==> src/rtl/eag_pkg.sv <==
package eag_pkg;
  typedef enum logic [2:0] {
    MODE_ABS     = 3'd0,
    MODE_REG     = 3'd1,
    MODE_DISP    = 3'd2,
    MODE_BASEIDX = 3'd3,
    MODE_SCALED  = 3'd4,
    MODE_IND_REG = 3'd5,
    MODE_IND_IMM = 3'd6,
    MODE_RSVD    = 3'd7
  } eag_mode_e;

  typedef enum logic {
    ST_IDLE = 1'b0,
    ST_WAIT = 1'b1
  } eag_state_e;
endpackage

==> src/rtl/eag_addr_calc.sv <==
module eag_addr_calc
  import eag_pkg::*;
#(
  parameter int ADDR_W  = 32,
  parameter int IMM_W   = 16,
  parameter int SCALE_W = 2
) (
  input  logic [2:0]         mode_i,
  input  logic [ADDR_W-1:0]  base_i,
  input  logic [ADDR_W-1:0]  index_i,
  input  logic [IMM_W-1:0]   imm_i,
  input  logic [SCALE_W-1:0] scale_i,
  output logic [ADDR_W-1:0]  addr_o,
  output logic [ADDR_W-1:0]  ptr_o,
  output logic               indirect_o
);
  localparam int EXT_W = (ADDR_W > IMM_W) ? ADDR_W - IMM_W : 1;

  logic [ADDR_W-1:0] imm_x;
  logic [ADDR_W-1:0] idx_scaled;
  eag_mode_e         mode;

  generate
    if (ADDR_W > IMM_W) begin : g_sext
      assign imm_x = {{EXT_W{imm_i[IMM_W-1]}}, imm_i};
    end else begin : g_trunc
      assign imm_x = imm_i[ADDR_W-1:0];
    end
  endgenerate

  assign mode       = eag_mode_e'(mode_i);
  assign idx_scaled = index_i << scale_i;
  assign indirect_o = (mode == MODE_IND_REG) || (mode == MODE_IND_IMM);
  assign ptr_o      = (mode == MODE_IND_IMM) ? imm_x : base_i;

  always_comb begin
    unique case (mode)
      MODE_REG:     addr_o = base_i;
      MODE_DISP:    addr_o = base_i + imm_x;
      MODE_BASEIDX: addr_o = base_i + index_i;
      MODE_SCALED:  addr_o = imm_x + base_i + idx_scaled;
      default:      addr_o = imm_x; // absolute, reserved; unused for indirect
    endcase
  end
endmodule

==> src/rtl/eag_ctrl.sv <==
module eag_ctrl
  import eag_pkg::*;
(
  input  logic clk_i,
  input  logic rst_ni,
  input  logic req_valid_i,
  input  logic indirect_i,
  input  logic mem_rvalid_i,
  output logic req_ready_o,
  output logic mem_req_o,
  output logic take_ptr_o,
  output logic fire_now_o,
  output logic fire_mem_o
);
  eag_state_e state_q, state_d;
  logic       accept;

  assign req_ready_o = (state_q == ST_IDLE);
  assign mem_req_o   = (state_q == ST_WAIT);
  assign accept      = req_valid_i && req_ready_o;
  assign take_ptr_o  = accept && indirect_i;
  assign fire_now_o  = accept && !indirect_i;
  assign fire_mem_o  = mem_req_o && mem_rvalid_i;

  always_comb begin
    state_d = state_q;
    unique case (state_q)
      ST_IDLE: if (take_ptr_o) state_d = ST_WAIT;
      ST_WAIT: if (mem_rvalid_i) state_d = ST_IDLE;
      default: state_d = ST_IDLE;
    endcase
  end

  always_ff @(posedge clk_i or negedge rst_ni) begin
    if (!rst_ni) state_q <= ST_IDLE;
    else         state_q <= state_d;
  end
endmodule

==> src/rtl/eff_addr_gen.sv <==
module eff_addr_gen
  import eag_pkg::*;
#(
  parameter int ADDR_W  = 32,
  parameter int IMM_W   = 16,
  parameter int SCALE_W = 2
) (
  input  logic               clk_i,
  input  logic               rst_ni,
  input  logic               req_valid_i,
  output logic               req_ready_o,
  input  logic [2:0]         mode_i,
  input  logic [ADDR_W-1:0]  base_i,
  input  logic [ADDR_W-1:0]  index_i,
  input  logic [IMM_W-1:0]   imm_i,
  input  logic [SCALE_W-1:0] scale_i,
  output logic               mem_req_o,
  output logic [ADDR_W-1:0]  mem_addr_o,
  input  logic [ADDR_W-1:0]  mem_rdata_i,
  input  logic               mem_rvalid_i,
  output logic               addr_valid_o,
  output logic [ADDR_W-1:0]  addr_o
);
  logic [ADDR_W-1:0] calc_addr, calc_ptr;
  logic              calc_ind;
  logic              take_ptr, fire_now, fire_mem;
  logic [ADDR_W-1:0] addr_q, ptr_q;
  logic              valid_q;

  eag_addr_calc #(
    .ADDR_W(ADDR_W), .IMM_W(IMM_W), .SCALE_W(SCALE_W)
  ) u_calc (
    .mode_i    (mode_i),
    .base_i    (base_i),
    .index_i   (index_i),
    .imm_i     (imm_i),
    .scale_i   (scale_i),
    .addr_o    (calc_addr),
    .ptr_o     (calc_ptr),
    .indirect_o(calc_ind)
  );

  eag_ctrl u_ctrl (
    .clk_i       (clk_i),
    .rst_ni      (rst_ni),
    .req_valid_i (req_valid_i),
    .indirect_i  (calc_ind),
    .mem_rvalid_i(mem_rvalid_i),
    .req_ready_o (req_ready_o),
    .mem_req_o   (mem_req_o),
    .take_ptr_o  (take_ptr),
    .fire_now_o  (fire_now),
    .fire_mem_o  (fire_mem)
  );

  always_ff @(posedge clk_i or negedge rst_ni) begin
    if (!rst_ni) begin
      addr_q  <= '0;
      ptr_q   <= '0;
      valid_q <= 1'b0;
    end else begin
      valid_q <= fire_now || fire_mem;
      if (fire_now)      addr_q <= calc_addr;
      else if (fire_mem) addr_q <= mem_rdata_i;
      if (take_ptr)      ptr_q  <= calc_ptr;
    end
  end

  assign addr_o       = addr_q;
  assign addr_valid_o = valid_q;
  assign mem_addr_o   = ptr_q;
endmodule

==> config.mk <==
export PLATFORM = sky130hd
export DESIGN_NAME = eff_addr_gen
export DESIGN_NICKNAME = d
export VERILOG_FILES = /design/src/rtl/eag_pkg.sv /design/src/rtl/eag_addr_calc.sv /design/src/rtl/eag_ctrl.sv /design/src/rtl/eff_addr_gen.sv
export SDC_FILE = /design/constraint.sdc
export NUM_CORES = 1
export LEC_CHECK = 0
export BUFFER_PORTS_ARGS = -buffer_cell sky130_fd_sc_hd__buf_2
export CORE_MARGIN = 5
export CORE_UTILIZATION = 58
export CTS_BUF_LIST = sky130_fd_sc_hd__clkbuf_16
export DETAILED_ROUTE_END_ITERATION = 6
export GPL_TIMING_DRIVEN = 0
export PLACE_DENSITY = 0.84
export SKIP_CTS_REPAIR_TIMING = 1
export SLEW_MARGIN = 10
export SYNTH_ARGS = -nofsm -noshare
export SYNTH_HDL_FRONTEND = slang
export SYNTH_SLANG_ARGS = --single-unit
==> constraint.sdc <==
create_clock -name clk_i -period 1.8 [get_ports clk_i]
set_input_delay 0.18 -clock clk_i [delete_from_list [all_inputs] [get_ports clk_i]]
set_output_delay 0.18 -clock clk_i [all_outputs]
set_load 0.05 [all_outputs]
; ---- Word level (Yosys, flattened, before mapping)
; Index checks and enable logic that the tools add are counted.
[totals]
reg_bits = 66
in_bits = 121
out_inout_bits = 67
elab_cells = 30
[classes]
n_addsub = 3
eq_ne = 6
shifts = 1
mux = 7
bitwise = 1
n_reduce_logical = 8
[op_table]
columns = op, count
row1 = $pmux 32 s4, 1
row2 = $add 32x32->32, 3
row3 = $mux 32, 3
row4 = $shl 32x2->32, 1
row5 = $eq 3x3->1 const B, 3
row6 = $eq 3x2->1 const B, 2
row7 = $logic_and 1x1->1, 4
row8 = $eq 3x1->1 const B, 1
row9 = $logic_or 1x1->1, 2
row10 = $mux 1, 2
row11 = $pmux 1 s2, 1
row12 = $reduce_bool 2->1, 1
row13 = $logic_not 1->1, 1
row14 = $not 1->1, 1

; ---- Depth between registers and ports, before layout
; Gate-level depths: netlist of run 1.
[depth]
ltp_word = 5
mapped_depth = 21
ltp_nobuf = 20

; ---- Cells and area by module
; Synthesis of run 1 repeated with hierarchy kept, for this count alone.
[unflattened]
cells_unflattened = 1162
area_unflattened_um2 = 9805.7
[by_module_without_submodules]
columns = module, n_inst, cells_per_inst, area_per_inst_um2
row1 = eag_addr_calc, 1, 946, 6861.6
row2 = eff_addr_gen, 1, 209, 2882.8
row3 = eag_ctrl, 1, 7, 61.3

; ---- Worst setup path after synthesis of run 1
; OpenSTA, ideal clock, no wires.
[synth_path]
path_type = in2reg
start = in base_i[0]
end = reg addr_q[31], in the netlist addr_o[31]
arrival_time_ns = 4.114
required_time_ns = 1.714
slack_ns = -2.400
cell_stages = 20
cell_sequence = ha_1 > fa_1 > a21oi_1 > o21ai_1 > a22oi_1 > a21o_2 > o21ai_0 > a21oi_1 > xnor2_1 > ha_1 > nand2_1 > or4_1 > or2_1 > o221ai_2 > o2111ai_2 > nand2_2 > mux2i_1 > a211o_1 > nand3_1 > a32oi_1
[synth_between]
elab_chain_len = 4
word_cells_on_any_way = 5
classes_between = 3 x add/sub / 2 x mux
[synth_lines]
columns = element, line_no
row1 = "start, declared", eff_addr_gen.sv:13  ; input logic [ADDR_W-1:0] base_i,
row2 = $add 32x32->32, "eag_addr_calc.sv:39, eag_addr_calc.sv:41"
row3 = $add 32x32->32, eag_addr_calc.sv:41  ; MODE_SCALED: addr_o = imm_x + base_i + idx_scaled;
row4 = $pmux 32 s4 *, eag_addr_calc.sv:37  ; unique case (mode)
row5 = $mux 32 *, eff_addr_gen.sv:63  ; if (fire_now) addr_q <= calc_addr;
row6 = "end signal, assigned", eff_addr_gen.sv:63
row7 = "end signal, assigned", eff_addr_gen.sv:64  ; else if (fire_mem) addr_q <= mem_rdata_i;
row8 = "end, declared", eff_addr_gen.sv:27  ; logic [ADDR_W-1:0] addr_q, ptr_q;
; Every way passes the cells marked *; elsewhere a longest branch is shown, timed or not.
; A chain may end at the register's enable or synchronous reset.

; ---- Final worst setup path of run 1
[layout_path]
start = in imm_i[3]
end = reg addr_q[28], in the netlist addr_o[28]
[layout_between]
elab_chain_len = 4
[layout_lines]
columns = element, line_no
row1 = "start, declared", eff_addr_gen.sv:15  ; input logic [IMM_W-1:0] imm_i,
row2 = $add 32x32->32 *, "eag_addr_calc.sv:39, eag_addr_calc.sv:41"
row3 = $add 32x32->32, eag_addr_calc.sv:41
row4 = $pmux 32 s4 *, eag_addr_calc.sv:37
row5 = $mux 32 *, eff_addr_gen.sv:63
; Marked as above.

==> flow_summary_export.csv, run 1 <==
group,metric,value,unit
outcome,status,"complete, but fails checks",
outcome,violations,"design-rule violations, negative setup slack",
sta,fin_ws,-2.40,ns
yosys,seq_area_frac_synth,17.7,%
floorplanning,die_w,137,µm
yosys,synth_seq_cells,66,
clock_network,clk_pin_slew,0.06,ns
floorplanning,die_y,137,µm
placed_design,gp_congestion,0.981,
drt,drc_errors,8,
hold_path,hold_path_depth,2,
placed_design,hpwl,28300,µm
floorplanning,core_area,15800,µm²
yosys,syn-cell-area,9350,µm²
sta,setup_violations,31,
layout,drive_gt1_share,32.1,%
job,drv_cap,0,
worst_setup_path,worst_path_largest_cell_delay,0.51,ns
global_routing,grt_pass1_wl,51600,µm
drt,vias_per_cell,6.68,
yosys,syn_inst,1201,
floorplanning,ios,188,
yosys,ys.flop_type,"dfrtp_1",
sta,hold_viol_final,0,
global_routing,gr-total-overflow,0,
sta,min_period_over_period,233,%
worst_setup_path,critPathCaptureType,"flip-flop",
layout,area_delta_synth_final,32.9,%
yosys,syn-num-nets,1418,
global_routing,grt_antenna_before_repair,1,
yosys,async_reset_ff_share,100,%
worst_setup_path,path_cells,"buf_2 > ha_4 > o211ai_1 > or2_1 > a311o_2 > a211oi_4 > nor2_2 > xnor2_2 > ha_4 > and3_4 > nand4_1 > or2_4 > o22a_1 > nand2_2 > o41ai_4 > buf_4 > nor2_4 > or4_4 > a32oi_1 > o21ai_1",
yosys,synth-edff-count,0,
global_routing,grt_max_degree,58,
sta,final.setup.tns,-49.52,ns
sta,fmax,238,MHz
global_routing,grt_use_total,35.7,%
sta,relSlewSlack,26.9,%
placed_design,io_buffers,183,
layout,layout.nets,1658,
clock_network,cts_buffer_depth,2,
worst_setup_path,r2r_cells,6,
worst_setup_path,crit_path_start_kind,"input pin",
worst_setup_path,crit_required,2.01,ns
sta,tightest_slew,1.09,ns
yosys,yosysWarnings,0,
floorplanning,initial_core_util,59.1,%
layout,fill_cells,1108,
clock_network,htreeDepth,3,
placed_design,post-place-ws,-2.85,ns
layout,final_cell_mix,"buf_2, nand2_1, a21oi_1",
drt,drt_iter0_drc,1559,
worst_setup_path,crit_path_top_delay_cell,"or4_4",
hold_path,hold_path_class,"in -> reg",
worst_setup_path,worst_ep_arrival_time,4.41,ns
sta,period_needed,4.20,ns
sta,maxSlewViolCount,0,
drt,dr_total_vias,11100,
worst_setup_path,cp_common_cell,"ha_4",
power,ir_drop,0.000636,V
worst_setup_path,worstPathMaxFanout,4,
power,p_leak,0.00563,µW
layout,final_common_cell,"buf_2",
sta,skew,0.00590,ns
yosys,synthDistinctLibCells,82,
drt,ant_nets,0,
clock_network,root_buffer,"clkbuf_16",
worst_setup_path,crit_type,"in -> reg",
clock_network,clk_latency,0.33,ns
clock_network,cts_buffers,9,
drt,firstDrtPassIters,7,
floorplanning,design.die.area,18800,µm²
clock_network,cts_tree,"built",
global_routing,grt_pass1_vias,9476,
power,p_per_area,953,nW/µm²
clock_network,cts.sinks,66,
sta,rsz0062_at_grt,"yes",
yosys,synth.avg_cell_area,7.78,µm²
drt,finalWirelength,37200,µm
drt,wl_per_cell,22.4,µm
floorplanning,num_rows,46,
-- path summary, 6_finish.rpt --
kind / slack (ns) / end / start
setup / recovery: -2.40 / addr_o[28]$_DFFE_PN0P_ / imm_i[3]
hold / removal: 0.06 / u_ctrl.mem_req_o$_DFF_PN0_ / mem_rvalid_i
setup reg to reg: -0.40 / addr_o[30]$_DFFE_PN0P_ / u_ctrl.mem_req_o$_DFF_PN0_
hold reg to reg: 0.47 / mem_addr_o[28]$_DFFE_PN0P_ / mem_addr_o[28]$_DFFE_PN0P_
max in group asynchronous: 0.99 / u_ctrl.mem_req_o$_DFF_PN0_ / rst_ni
min in group asynchronous: 0.26 / addr_o[9]$_DFFE_PN0P_ / rst_ni
-- registers in the layout (all words and copies together) (netlist names) --
name              flops
addr_o               32
addr_valid_o          1
mem_addr_o           32
u_ctrl.mem_req_o      1
-- critical path, delay by kind of cell --
family / cells / cell delay (ns)
AOI/OAI and AO/OA: 7 / 1.61
and+or+nand+nor: 8 / 1.41
adders and majority gates: 2 / 0.55
buffers and inverters: 2 / 0.35
xor gates and xnor gates: 1 / 0.30
-- power by group --
group          internal, µW  switching, µW
sequential             1840            218
clock                  1500            692
combinational          2760           4840
total                  6090           5750
-- cells in the mapped netlist, types with 16 or more instances --
master / number / area, µm²
nand2_1: 150 / 563
a21oi_1: 144 / 721
o21ai_0: 104 / 521
ha_1: 93 / 1160
nor2_1: 80 / 300
dfrtp_1: 66 / 1650
xnor2_1: 51 / 447
clkbuf_1: 48 / 180
a21o_1: 41 / 308
mux2i_1: 36 / 360
inv_1: 35 / 131
nand3_1: 26 / 130
xor2_1: 26 / 228
mux4_2: 23 / 518
a31oi_1: 20 / 125
a211oi_1: 18 / 135
nor3_1: 16 / 80.1
-- kinds of logic (layout without fill, tap and decap cells) --
logic type,after synthesis,after routing,synth area share (%)
other,0,1,0
and+or+nand+nor,346,346,16.7
xor gates and xnor gates,77,77,7.21
muxes,60,60,9.52
AOI/OAI and AO/OA,463,463,32.0
adders and majority gates,96,96,13.1
DFF,66,66,17.7
buffers and inverters,93,338,3.81
-- cell type report --
cell class	count	area (µm²)	area share, %
multi-input cells	1042	8300	66.8
clock inverters	7	141	1.14
diodes	1	2.50	0.0201
clock buffers	9	225	1.81
repair buffers	229	1340	10.8
well taps	216	270	2.18
inverters	36	143	1.15
plain buffers	57	348	2.80
flip-flops and latches	66	1650	13.3
-- stage by stage --
step	instances	area (µm²)	total power (µW)	hold slack (ns)	utilization (%)
global route	1663	12400	12300	0.0818	78.5
floorplan	1201	9640	6700	-0.116	-
CTS	1617	11200	10500	-0.302	70.9
detailed placement	1601	10900	8330	0.0472	68.6
global placement	1600	10800	8230	0.382	68.4
finish	1663	12400	11800	0.0649	78.5
-- layer usage --
metal,track usage [%],vias to the layer above,part of all wire (%)
met5,0,-,0
met4,9.48,0,4.0
met3,8.38,136,14
met2,53.8,811,43
met1,51.3,5152,39
li1,-,5006,-
Note: power is estimated with default switching activity, not from simulation.
==> inputs of run 2 (changes only) <==
- CTS_BUF_LIST: sky130_fd_sc_hd__clkbuf_16 -> sky130_fd_sc_hd__clkbuf_2
==> run 2 against run 1 <==
Net effect:
- the run still ends with design-rule violations, negative setup slack left
- clock skew increased by 0.025 ns
- wire length rose by 1.6%
- highest routed layer unchanged
- final area grew 0.73%
- utilization increased by 0.57 points
- largest power group unchanged
- worst setup slack better by 0.22 ns
- flip-flop and latch count unchanged
==> flow_summary_export.csv, run 2 (same netlist as run 1, synthesis figures left out) <==
group,metric,value,unit
drt,drc_errors,2,
placed_design,io_buffers,183,
layout,final_common_cell,"buf_2",
sta,min_period_over_period,221,%
outcome,status,"complete, but fails checks",
floorplanning,initial_core_util,59.1,%
floorplanning,design.die.area,18800,µm²
drt,wl_per_cell,22.3,µm
sta,hold_viol_final,0,
sta,period_needed,3.98,ns
clock_network,htreeDepth,3,
floorplanning,core_area,15800,µm²
global_routing,grt_pass1_wl,50900,µm
drt,firstDrtPassIters,7,
sta,skew,0.0313,ns
floorplanning,die_w,137,µm
sta,final.setup.tns,-43.28,ns
worst_setup_path,worstPathMaxFanout,9,
sta,fin_ws,-2.18,ns
power,switching_share,51.4,%
drt,ant_nets,0,
power,p_int,5370,µW
global_routing,grt_max_degree,58,
layout,final_cell_mix,"buf_2, nand2_1, a21oi_1",
clock_network,clk_pin_slew,0.22,ns
layout,design_area,12500,µm²
placed_design,hpwl,28300,µm
sta,maxSlewViolCount,0,
drt,dr_total_vias,11200,
worst_setup_path,worst_path_largest_cell_delay,0.47,ns
global_routing,gr-total-overflow,0,
power,netSwitchingPower,5680,µW
floorplanning,num_rows,46,
floorplanning,ios,188,
sta,relSlewSlack,25.7,%
worst_setup_path,crit_required,2.24,ns
layout,final_util,79.1,%
placed_design,dpl_cell_area,10900,µm²
floorplanning,die_y,137,µm
clock_network,cts_buffers,9,
power,clkPwrFrac,12.3,%
power,p_leak,0.00567,µW
worst_setup_path,critical_path.top_delay_family,"compound AO/OA/AOI/OAI gates",
layout,layout.nets,1686,
global_routing,grt_antenna_before_repair,2,
sta,tightest_slew,1.11,ns
worst_setup_path,path_cells,"buf_4 > ha_4 > o211ai_1 > or2_1 > a311o_2 > a21oi_4 > xor2_2 > ha_1 > buf_2 > a21o_1 > a21o_1 > a21oi_2 > nor4b_4 > nor3_2 > o41ai_4 > buf_4 > nor2_1 > or4_1 > a32oi_1 > o21ai_1",
drt,drt_iter0_drc,1399,
sta,rsz0062_at_grt,"yes",
power,seq_power_share,18.6,%
hold_path,hold_path_class,"in -> reg",
worst_setup_path,crit_buf_inv,3,
worst_setup_path,crit_type,"in -> reg",
layout,drive_gt1_share,31.4,%
drt,vias_per_cell,6.64,
clock_network,clk_latency,0.52,ns
power,ir_drop,0.000599,V
worst_setup_path,critPathCaptureType,"flip-flop",
clock_network,cts_tree,"built",
power,p_per_area,883,nW/µm²
layout,area_delta_synth_final,33.9,%
power,finalPower,11000,µW
worst_setup_path,worst_ep_arrival_time,4.41,ns
outcome,violations,"design-rule violations, negative setup slack",
worst_setup_path,crit_path_start_kind,"input pin",
job,drv_cap,0,
power,comb_power_share,69.2,%
clock_network,root_buffer,"clkbuf_2",
clock_network,cts_buffer_depth,2,
worst_setup_path,crit_path_top_delay_cell,"a311o_2",
drt,finalWirelength,37800,µm
sta,fmax,252,MHz
sta,hold_slack,0.0139,ns
global_routing,grt_use_total,35.2,%
placed_design,gp_congestion,0.981,
sta,setup_violations,30,
clock_network,cts.sinks,66,
global_routing,grt_pass1_vias,9392,
run 2: layout make-up:
type	instances	area, µm²
clock buffer	10	50.0
fill	1111	3320
sequential	66	1650
antenna	2	5.00
tap	216	270
clock inverter	6	138
inverter	36	143
timing repair buffer	257	1640
multi-input combinational	1042	8270
buffer	57	345
run 2: per-layer routing:
layer  routed length [µm]  up-vias  global-route usage [%]
li1                     -     5055                       -
met1                14800     5157                    51.6
met2                16100      845                    52.7
met3                 5230      170                    7.32
met4                 1630        0                    9.09
met5                    0        -                       0
run 2: through the flow:
stage,std cells,setup slack (ns)
floorplan,1201,-2.02
global placement,1600,-2.86
detailed placement,1601,-2.85
CTS,1617,-2.31
global route,1692,-2.25
finish,1692,-2.18
run 2: tightest hold or removal path: stages:
cell and delay [ns]:
buf_2 0.10, nand2_1 0.05, a31oi_1 0.09, o21a_1 0.10
run 2: power groups by stage:
| stage | combinational [µW] | sequential (µW) | clock (µW) |
|---|---|---|---|
| global placement | 6170 | 2060 | 0 |
| finish | 7640 | 2050 | 1360 |
| detailed placement | 6260 | 2070 | 0 |
| CTS | 6290 | 2040 | 1350 |
| floorplan | 3410 | 3290 | 0 |
| global route | 8050 | 2080 | 1400 |
run 2: path summary, 6_finish.rpt:
kind,from,endpoint,slack [ns],cells past startpoint
max in group asynchronous,rst_ni,u_ctrl.mem_req_o$_DFF_PN0_,1.20,3
hold reg to reg,mem_addr_o[28]$_DFFE_PN0P_,mem_addr_o[28]$_DFFE_PN0P_,0.50,2
min in group asynchronous,rst_ni,addr_o[25]$_DFFE_PN0P_,0.02,2
setup reg to reg,u_ctrl.mem_req_o$_DFF_PN0_,addr_o[30]$_DFFE_PN0P_,-0.40,6
hold / removal,mem_rdata_i[10],addr_o[10]$_DFFE_PN0P_,0.01,4
setup / recovery,base_i[2],addr_o[28]$_DFFE_PN0P_,-2.18,20
==> inputs of run 3 (changes only) <==
- clock period: 1.8 -> 3.85 ns (I/O delays scaled with it)
==> run 3 against run 2 <==
Net effect:
- first-iteration DRC count decreased by 4.8%
- the flow finishes with violations (design-rule violations, negative hold slack, negative setup slack)
- power fell by 58%
- critical endpoint is now addr_o[26]$_DFFE_PN0P_
- largest power group unchanged
- sequential share of layout area increased by 1.1 points
- global-route usage rose by 2.9 points
==> flow_summary_export.csv, run 3 (same netlist as run 1, synthesis figures left out) <==
group,metric,value,unit
outcome,status,"complete, but fails checks",
outcome,violations,"design-rule violations, negative hold slack, negative setup slack",
floorplanning,core_area,15800,µm²
sta,maxSlewViolCount,0,
sta,rsz0062_at_grt,"yes",
drt,wl_met2,16400,µm
worst_setup_path,path_cells,"buf_8 > ha_4 > fa_2 > a21oi_4 > o21ai_4 > a22oi_2 > a21o_2 > o21ai_2 > a21oi_2 > xnor2_2 > ha_4 > buf_6 > a21o_1 > a21oi_2 > nor4b_4 > nor3_4 > o41ai_4 > o21ai_2 > xor2_1 > a221oi_2 > o211ai_1",
worst_setup_path,crit_path_start_kind,"input pin",
power,p_per_area,404,nW/µm²
power,p_leak,0.00530,µW
global_routing,grt_pass1_vias,9986,
hold_path,hold_path_depth,3,
placed_design,post-place-ws,-1.31,ns
drt,wl_per_cell,22.9,µm
sta,setup_violations,9,
floorplanning,ios,188,
layout,layout.nets,1650,
layout,drive_gt1_share,25.7,%
global_routing,grt_antenna_before_repair,3,
worst_setup_path,rrSetupSlack,1.08,ns
layout,fill_cells,1290,
worst_setup_path,worst_ep_arrival_time,4.65,ns
floorplanning,design.die.area,18800,µm²
clock_network,cts_buffers,9,
sta,final.setup.tns,-1.63,ns
power,clkPwrFrac,10.0,%
job,drv_cap,0,
clock_network,cts.sinks,66,
clock_network,clk_pin_slew,0.23,ns
layout,area_delta_synth_final,23.7,%
worst_setup_path,r2r_cells,6,
drt,vias_per_cell,6.64,
power,netSwitchingPower,2520,µW
global_routing,grt_max_degree,48,
global_routing,grt_use_total,38.1,%
sta,fin_ws,-0.294,ns
power,seq_power_share,20.3,%
sta,min_period_over_period,108,%
hold_path,hold_end,"addr_o[5]$_DFFE_PN0P_",
global_routing,gr-total-overflow,0,
drt,wl_met3,4940,µm
sta,hold_slack,-0.0202,ns
power,p_int,2150,µW
worst_setup_path,crit_type,"in -> reg",
hold_path,min-delay-start,"mem_rdata_i[5]",
floorplanning,num_rows,46,
drt,finalWirelength,38000,µm
layout,final_util,73.1,%
power,switching_share,53.9,%
placed_design,io_buffers,183,
worst_setup_path,worst_path_largest_cell_delay,0.42,ns
layout,final_common_cell,"buf_2",
clock_network,root_buffer,"clkbuf_2",
clock_network,cts_tree,"built",
sta,skew,0.0517,ns
drt,ant_nets,0,
sta,period_needed,4.14,ns
worst_setup_path,crit_start,"base_i[0]",
placed_design,gp_congestion,1.05,
floorplanning,die_w,137,µm
layout,final_cell_mix,"buf_2, nand2_1, a21oi_1",
drt,dr_total_vias,11000,
global_routing,grt_pass1_wl,54800,µm
sta,fmax,241,MHz
floorplanning,die_y,137,µm
worst_setup_path,reg2reg_from,"u_ctrl.mem_req_o$_DFF_PN0_",
drt,firstDrtPassIters,7,
sta,tightest_slew,1.02,ns
sta,hold_viol_final,1,
power,finalPower,4670,µW
drt,drt_iter0_drc,1332,
drt,drc_errors,1,
placed_design,hpwl,29600,µm
clock_network,cts_buffer_depth,2,
worst_setup_path,crit_path_top_delay_cell,"a221oi_2",
floorplanning,initial_core_util,59.1,%
worst_setup_path,worstPathMaxFanout,5,
power,comb_power_share,69.7,%
sta,relSlewSlack,31.6,%
hold_path,hold_path_class,"in -> reg",
worst_setup_path,crit_required,4.36,ns
clock_network,htreeDepth,3,
worst_setup_path,critPathCaptureType,"flip-flop",
drt,highest_layer,"met5",
clock_network,clk_latency,0.63,ns
drt,met1_length,15200,µm
power,ir_drop,0.000268,V
worst_setup_path,r2r_end,"addr_o[8]$_DFFE_PN0P_",
## run 3: cell types whose count changed in the layout (fill, tap and decap cells not counted), sizes merged
cell         previous run  this run
clkbuf                 60        59
dlygate4sd3            34         3
bufinv                  4         1
clkinv                  2         6
buf                   230       225
diode                   2         3
## run 3: how the worst max path moves through the flow
stage | depth (start not counted) | endpoint | slack (ns)
after floorplan | 19 | addr_o[28]$_DFFE_PN0P_ | -0.18
after global placement | 18 | addr_o[26]$_DFFE_PN0P_ | -1.25
after detailed placement | 20 | addr_o[26]$_DFFE_PN0P_ | -1.31
after CTS | 19 | addr_o[26]$_DFFE_PN0P_ | -0.64
after global routing | 23 | addr_o[29]$_DFFE_PN0P_ | -0.38
final | 21 | addr_o[26]$_DFFE_PN0P_ | -0.29
## run 3: power by group through the flow
stage | sequential (µW) | combinational (µW) | clock, µW
finish | 946 | 3260 | 466
global route | 965 | 3470 | 488
CTS | 943 | 2880 | 459
detailed placement | 953 | 2870 | 0
global placement | 950 | 2830 | 0
floorplan | 1540 | 1530 | 0
## run 3: layout make-up
type | instances | area (µm²) | share of cell area (%)
multi-input cells | 1042 | 7840 | 67.8
plain buffers | 56 | 229 | 1.98
clock buffers | 9 | 45.0 | 0.389
repair buffers | 222 | 1320 | 11.4
flip-flops and latches | 66 | 1650 | 14.3
well taps | 216 | 270 | 2.34
inverters | 36 | 135 | 1.17
diodes | 3 | 7.51 | 0.0649
clock inverters | 7 | 70.1 | 0.606
## run 3: through the flow
step / cells / cell area [µm²]
after floorplan: 1201 / 9410
after global placement: 1600 / 10600
after detailed placement: 1601 / 10600
after CTS: 1617 / 10700
after global routing: 1657 / 11600
final: 1657 / 11600
## run 3: per-layer routing
| layer | up-vias | track usage (%) |
|---|---|---|
| li1 | 4993 | - |
| met2 | 738 | 57.5 |
| met5 | - | 0 |
| met1 | 5144 | 52.4 |
| met4 | 4 | 14.6 |
| met3 | 127 | 9.74 |
## run 3: worst max-delay path, delay by kind of cell
family	cells	cell delay (ns)
xor gates and xnor gates	2	0.34
adders and majority gates	3	0.78
AOI/OAI and AO/OA	12	2.51
buffers and inverters	2	0.22
and+or+nand+nor	2	0.39
